==> config.mk <==
export PLATFORM = sky130hd
export DESIGN_NAME = spare_cfg_enum
export DESIGN_NICKNAME = d
export VERILOG_FILES = /design/src/rtl/spare_cfg_pkg.sv /design/src/rtl/spare_rise_det.sv /design/src/rtl/spare_succ.sv /design/src/rtl/spare_decode.sv /design/src/rtl/spare_cfg_enum.sv
export SDC_FILE = /design/constraint.sdc
export NUM_CORES = 1
export LEC_CHECK = 0
export BUFFER_PORTS_ARGS = -buffer_cell sky130_fd_sc_hd__buf_2
export CAP_MARGIN = 10
export CORE_MARGIN = 4
export CORE_UTILIZATION = 55
export DETAILED_ROUTE_END_ITERATION = 10
export GPL_TIMING_DRIVEN = 0
export HOLD_SLACK_MARGIN = 0.1
export PLACE_DENSITY = 0.78
export SYNTH_ARGS = -nofsm -noshare
export SYNTH_HDL_FRONTEND = slang
export SYNTH_SLANG_ARGS = --single-unit
==> constraint.sdc <==
create_clock -name clk -period 4.2 [get_ports clk]
set_input_delay 0.84 -clock clk [delete_from_list [all_inputs] [get_ports clk]]
set_output_delay 0.84 -clock clk [all_outputs]
set_load 0.02 [all_outputs]
==> src/rtl/spare_cfg_pkg.sv <==
package spare_cfg_pkg;

  // binomial coefficient used to size the search lap
  function automatic int unsigned binom(input int unsigned n, input int unsigned k);
    longint unsigned acc;
    acc = 1;
    for (int unsigned i = 1; i <= k; i++) begin
      acc = acc * (n - k + i) / i;
    end
    return int'(acc);
  endfunction

endpackage

==> src/rtl/spare_rise_det.sv <==
module spare_rise_det (
  input  logic clk,
  input  logic rst,
  input  logic lvl_i,
  output logic rise_o
);
  logic lvl_q;

  always_ff @(posedge clk) begin
    if (rst) lvl_q <= 1'b0;
    else     lvl_q <= lvl_i;
  end

  assign rise_o = lvl_i & ~lvl_q;
endmodule

==> src/rtl/spare_succ.sv <==
// Lexicographic successor of an ascending N-of-T survivor list, with wrap.
module spare_succ #(
  parameter int N  = 4,
  parameter int K  = 2,
  parameter int IW = 3
) (
  input  logic [N-1:0][IW-1:0] cur_i,
  output logic [N-1:0][IW-1:0] nxt_o
);
  localparam int T = N + K;

  logic found;
  int   piv;

  always_comb begin
    found = 1'b0;
    piv   = 0;
    for (int j = N - 1; j >= 0; j--) begin
      if (!found && (cur_i[j] != IW'(T - N + j))) begin
        found = 1'b1;
        piv   = j;
      end
    end
    for (int j = 0; j < N; j++) begin
      if (!found)
        nxt_o[j] = IW'(j);
      else if (j < piv)
        nxt_o[j] = cur_i[j];
      else
        nxt_o[j] = IW'(int'(cur_i[piv]) + 1 + j - piv);
    end
  end
endmodule

==> src/rtl/spare_decode.sv <==
// Turns a survivor list into external and internal link enables.
module spare_decode #(
  parameter int N  = 4,
  parameter int K  = 2,
  parameter int IW = 3
) (
  input  logic [N-1:0][IW-1:0]       sel_i,
  output logic [N*(K+1)-1:0]         ext_o,
  output logic [(N+K)*(K+1)-1:0]     int_o
);
  localparam int T  = N + K;
  localparam int FO = K + 1;

  always_comb begin
    ext_o = '0;
    for (int i = 0; i < N; i++) begin
      for (int d = 0; d < FO; d++) begin
        if (sel_i[i] == IW'(i + d)) ext_o[i*FO + d] = 1'b1;
      end
    end
  end

  always_comb begin
    int_o = '0;
    for (int a = 0; a < T; a++) begin
      for (int d = 1; d <= FO; d++) begin
        if (a + d < T) begin
          for (int j = 0; j < N - 1; j++) begin
            if (sel_i[j] == IW'(a) && sel_i[j+1] == IW'(a + d))
              int_o[a*FO + d - 1] = 1'b1;
          end
        end
      end
    end
  end
endmodule

==> src/rtl/spare_cfg_enum.sv <==
module spare_cfg_enum #(
  parameter int N = 4,
  parameter int K = 2
) (
  input  logic                      clk,
  input  logic                      rst,
  input  logic                      timeout_i,
  output logic [N*(K+1)-1:0]        ext_en_o,
  output logic [(N+K)*(K+1)-1:0]    int_en_o
);
  import spare_cfg_pkg::*;

  localparam int T       = N + K;
  localparam int FO      = K + 1;
  localparam int IW      = $clog2(T + 1);
  localparam int NUM_CFG = binom(T, K);

  logic                  adv;
  logic [N-1:0][IW-1:0]  sel_q, sel_d, sel_nxt, sel_init;
  logic [N*FO-1:0]       ext_d;
  logic [T*FO-1:0]       int_d;

  spare_rise_det u_rise (
    .clk    (clk),
    .rst    (rst),
    .lvl_i  (timeout_i),
    .rise_o (adv)
  );

  spare_succ #(.N(N), .K(K), .IW(IW)) u_succ (
    .cur_i (sel_q),
    .nxt_o (sel_nxt)
  );

  always_comb begin
    for (int j = 0; j < N; j++) sel_init[j] = IW'(j);
    if (rst)      sel_d = sel_init;
    else if (adv) sel_d = sel_nxt;
    else          sel_d = sel_q;
  end

  spare_decode #(.N(N), .K(K), .IW(IW)) u_dec (
    .sel_i (sel_d),
    .ext_o (ext_d),
    .int_o (int_d)
  );

  always_ff @(posedge clk) begin
    sel_q    <= sel_d;
    ext_en_o <= ext_d;
    int_en_o <= int_d;
  end

  AST_EXT_COUNT: assert property (@(posedge clk) disable iff (rst)
    $countones(ext_en_o) == N);
  AST_INT_COUNT: assert property (@(posedge clk) disable iff (rst)
    $countones(int_en_o) == N - 1);
  AST_HOLD_IDLE: assert property (@(posedge clk) disable iff (rst)
    !adv |=> ($stable(ext_en_o) && $stable(int_en_o)));
  AST_LAST_NODE: assert property (@(posedge clk) disable iff (rst)
    sel_q[N-1] < IW'(T));

  generate
    if (NUM_CFG > 1) begin : g_adv_chk
      AST_STEP_MOVES: assert property (@(posedge clk) disable iff (rst)
        adv |=> (ext_en_o != $past(ext_en_o)));
    end
    for (genvar j = 0; j + 1 < N; j++) begin : g_order_chk
      AST_ASCENDING: assert property (@(posedge clk) disable iff (rst)
        sel_q[j] < sel_q[j+1]);
    end
  endgenerate
endmodule

==> metrics.csv <==
metric;value;unit
grt_max_degree;12;
ys_ff_latch;37;
drc;0;
firstDrtPassIters;4;
yosysTopAreaCellShare;0.369;
io_pins;33;
synth-edff-count;0;
required;4410;ps
crit_buf_inv;4;
tns;0;ps
crit_fanout;10;
nets;271;
cts_hold_buf;0;
ys_types;57;
grt_overflow;0;
fin_crit;3840;ps
p_per_area;309;mW/mm2
clkTransAtPathRegs;100;ps
syn_area_per_cell;9.08;um2
synthTopCellsByArea;dfxtp_1, nand4_1, ha_1;
initial_core_util;0.587;
synthToLayoutAreaGrowth;14.2;%
detail-route-antenna-nets;0;
gp_congestion;0.927;
grt_pass1_wl;7.66;mm
drive_gt1_frac;0.229;
place.port_buffers;26;
drt_wl_total;4.67;mm
synthFlopType;dfxtp_1;
cts_made_buffers;5;
vias;1763;
synthArstFlopShare;0;
path_cells;or3b_1, nor2_1, inv_1, o211a_1, ha_1, inv_1, ha_1, xor2_1, xnor2_1, xnor2_1, a2111o_1, buf_6, buf_2, nand4b_1, o211ai_1;
synth_cells;221;
slowest_stage;dfxtp_1;
synth_area;0.00201;mm2
cts_tree;done;
track_usage;0.222;
fin_worst_skew;12.6;ps
worstSetupStartpointType;register;
wl_met3;329;um
htreeDepth;2;
wl_met1;2.22;mm
post-route-period-util;0.913;
maxCapViolCount;0;
placedInstanceArea;0.00221;mm2
cp-end-kind;register;
tightest_slew;687;ps
cts.sinks;37;
rows;21;
cts_root_buf;clkbuf_4;
fmax;0.261;GHz
rsz0062_at_grt;false;
top_layer_used;met4;
die-area;0.00468;mm2
core;0.00342;mm2
ys_seq_area_frac;0.369;
clk_latency;330;ps
hold_violations;0;
grt_antenna_before_repair;0;
wl_met2;2.08;mm
hpwlAfterDp;3.61;mm
crit_arrival;4050;ps
slew_viol_final;0;
wire_per_inst;15.1;um
clockBufferDepth;2;
die_y;68.4;um
path_delay_family;simple AND/OR/NAND/NOR gates;
viasPerCell;5.72;
path_class;register to register;
power.leakage;0.979;nW
grt_pass1_vias;1548;
relSlewSlack;0.541;
die_x;68.4;um
finalSetupViolCount;0;
num_antenna_cells;0;
first_iter_violations;150;
peakVddDrop;0.195;mV
hold_class;register to register;
ys_warn_count;0;
yosysTopAreaCell;dfxtp_1;
yosysMostFrequentCell;dfxtp_1;
outcome;finished, final reports clean;
max_stage_delay;450;ps
synth_commonest_cells;dfxtp_1, inv_1, nor2_1;
final_cell_area;0.00229;mm2
-- tightest hold or removal path: cells and delay by family, from the launching register on --
| kind | cells | cell delay (ps) |
|---|---|---|
| flops | 1 | 380 |
| compound gates | 1 | 130 |
| simple gates | 1 | 90 |
-- what timing repair did --
action	4_1_cts	5_1_grt
resized for setup	0	5
endpoints found under the setup margin	0	14
buffers inserted	0	2
-- sequential cells by signal, indices dropped and copies added (netlist names) --
signal and count:
ext_en_o 12, int_en_o 12, sel_q 12, u_rise.lvl_q 1
-- layout make-up --
| type | instances | area [um2] |
|---|---|---|
| Multi-Input combinational cell | 155 | 1130 |
| Inverter | 20 | 75.1 |
| Buffer | 14 | 86.3 |
| Timing Repair Buffer | 28 | 145 |
| Clock inverter | 2 | 10.0 |
| Fill cell | 304 | 1120 |
| Tap cell | 46 | 57.6 |
| Sequential cell | 37 | 741 |
| Clock buffer | 6 | 41.3 |
-- placed cells by master (no fill, tap or decap), types with 4 or more instances in the layout --
cell and instances:
a21o_1 4, a21oi_1 5, and2_1 4, buf_2 28
buf_4 8, clkbuf_1 5, clkbuf_4 5, conb_1 6
dfxtp_1 37, ha_1 6, inv_1 19, nand2_1 12
nand2b_1 7, nand4_1 13, nand4b_1 5, nor2_1 14
nor3_1 4, o211ai_1 6, o221ai_1 4, xnor2_1 8
-- per-stage QoR --
step	total power (W)	setup WS (ps)	utilization	instances	hold slack, ps
2_1_floorplan	0.000504	710	-	226	571
3_3_place_gp	0.000539	248	0.648	298	639
3_5_place_dp	0.000542	226	0.648	298	640
4_1_cts	0.000710	190	0.663	306	659
5_1_grt	0.000748	42.0	0.671	308	710
6_report	0.000708	364	0.671	308	668
-- layer usage --
layer,GRT usage,vias to the layer above
met2,0.322,75
li1,-,866
met5,0,-
met3,0.0394,6
met1,0.330,816
met4,0.0670,0
-- final timing paths --
path | from | endpoint | slack, ps | depth (start not counted)
setup / recovery | sel_q[8] | int_en_o[2] | 360 | 15
hold / removal | sel_q[6] | sel_q[6] | 670 | 2
setup reg to reg | sel_q[8] | int_en_o[2] | 360 | 15
hold reg to reg | sel_q[6] | sel_q[6] | 670 | 2
-- logic make-up (layout without fill, tap and decap cells) --
group / after synthesis / after routing / share of synthesized area
other cells: 1 / 6 / 0.00187
buf+inv: 34 / 70 / 0.0798
flops: 37 / 37 / 0.369
compound gates: 42 / 42 / 0.167
mux: 3 / 3 / 0.0150
xor+xnor: 11 / 11 / 0.0480
fa+ha+maj: 7 / 7 / 0.0474
simple gates: 86 / 86 / 0.272
-- power by group --
| part | leakage, nW | internal [W] | switching (W) |
|---|---|---|---|
| Clock | 0.0320 | 0.0000637 | 0.000108 |
| Combinational | 0.646 | 0.0000683 | 0.0000965 |
| Sequential | 0.300 | 0.000363 | 0.00000864 |
| Total | 0.979 | 0.000495 | 0.000213 |
Note: power is estimated with default switching activity, not from simulation.
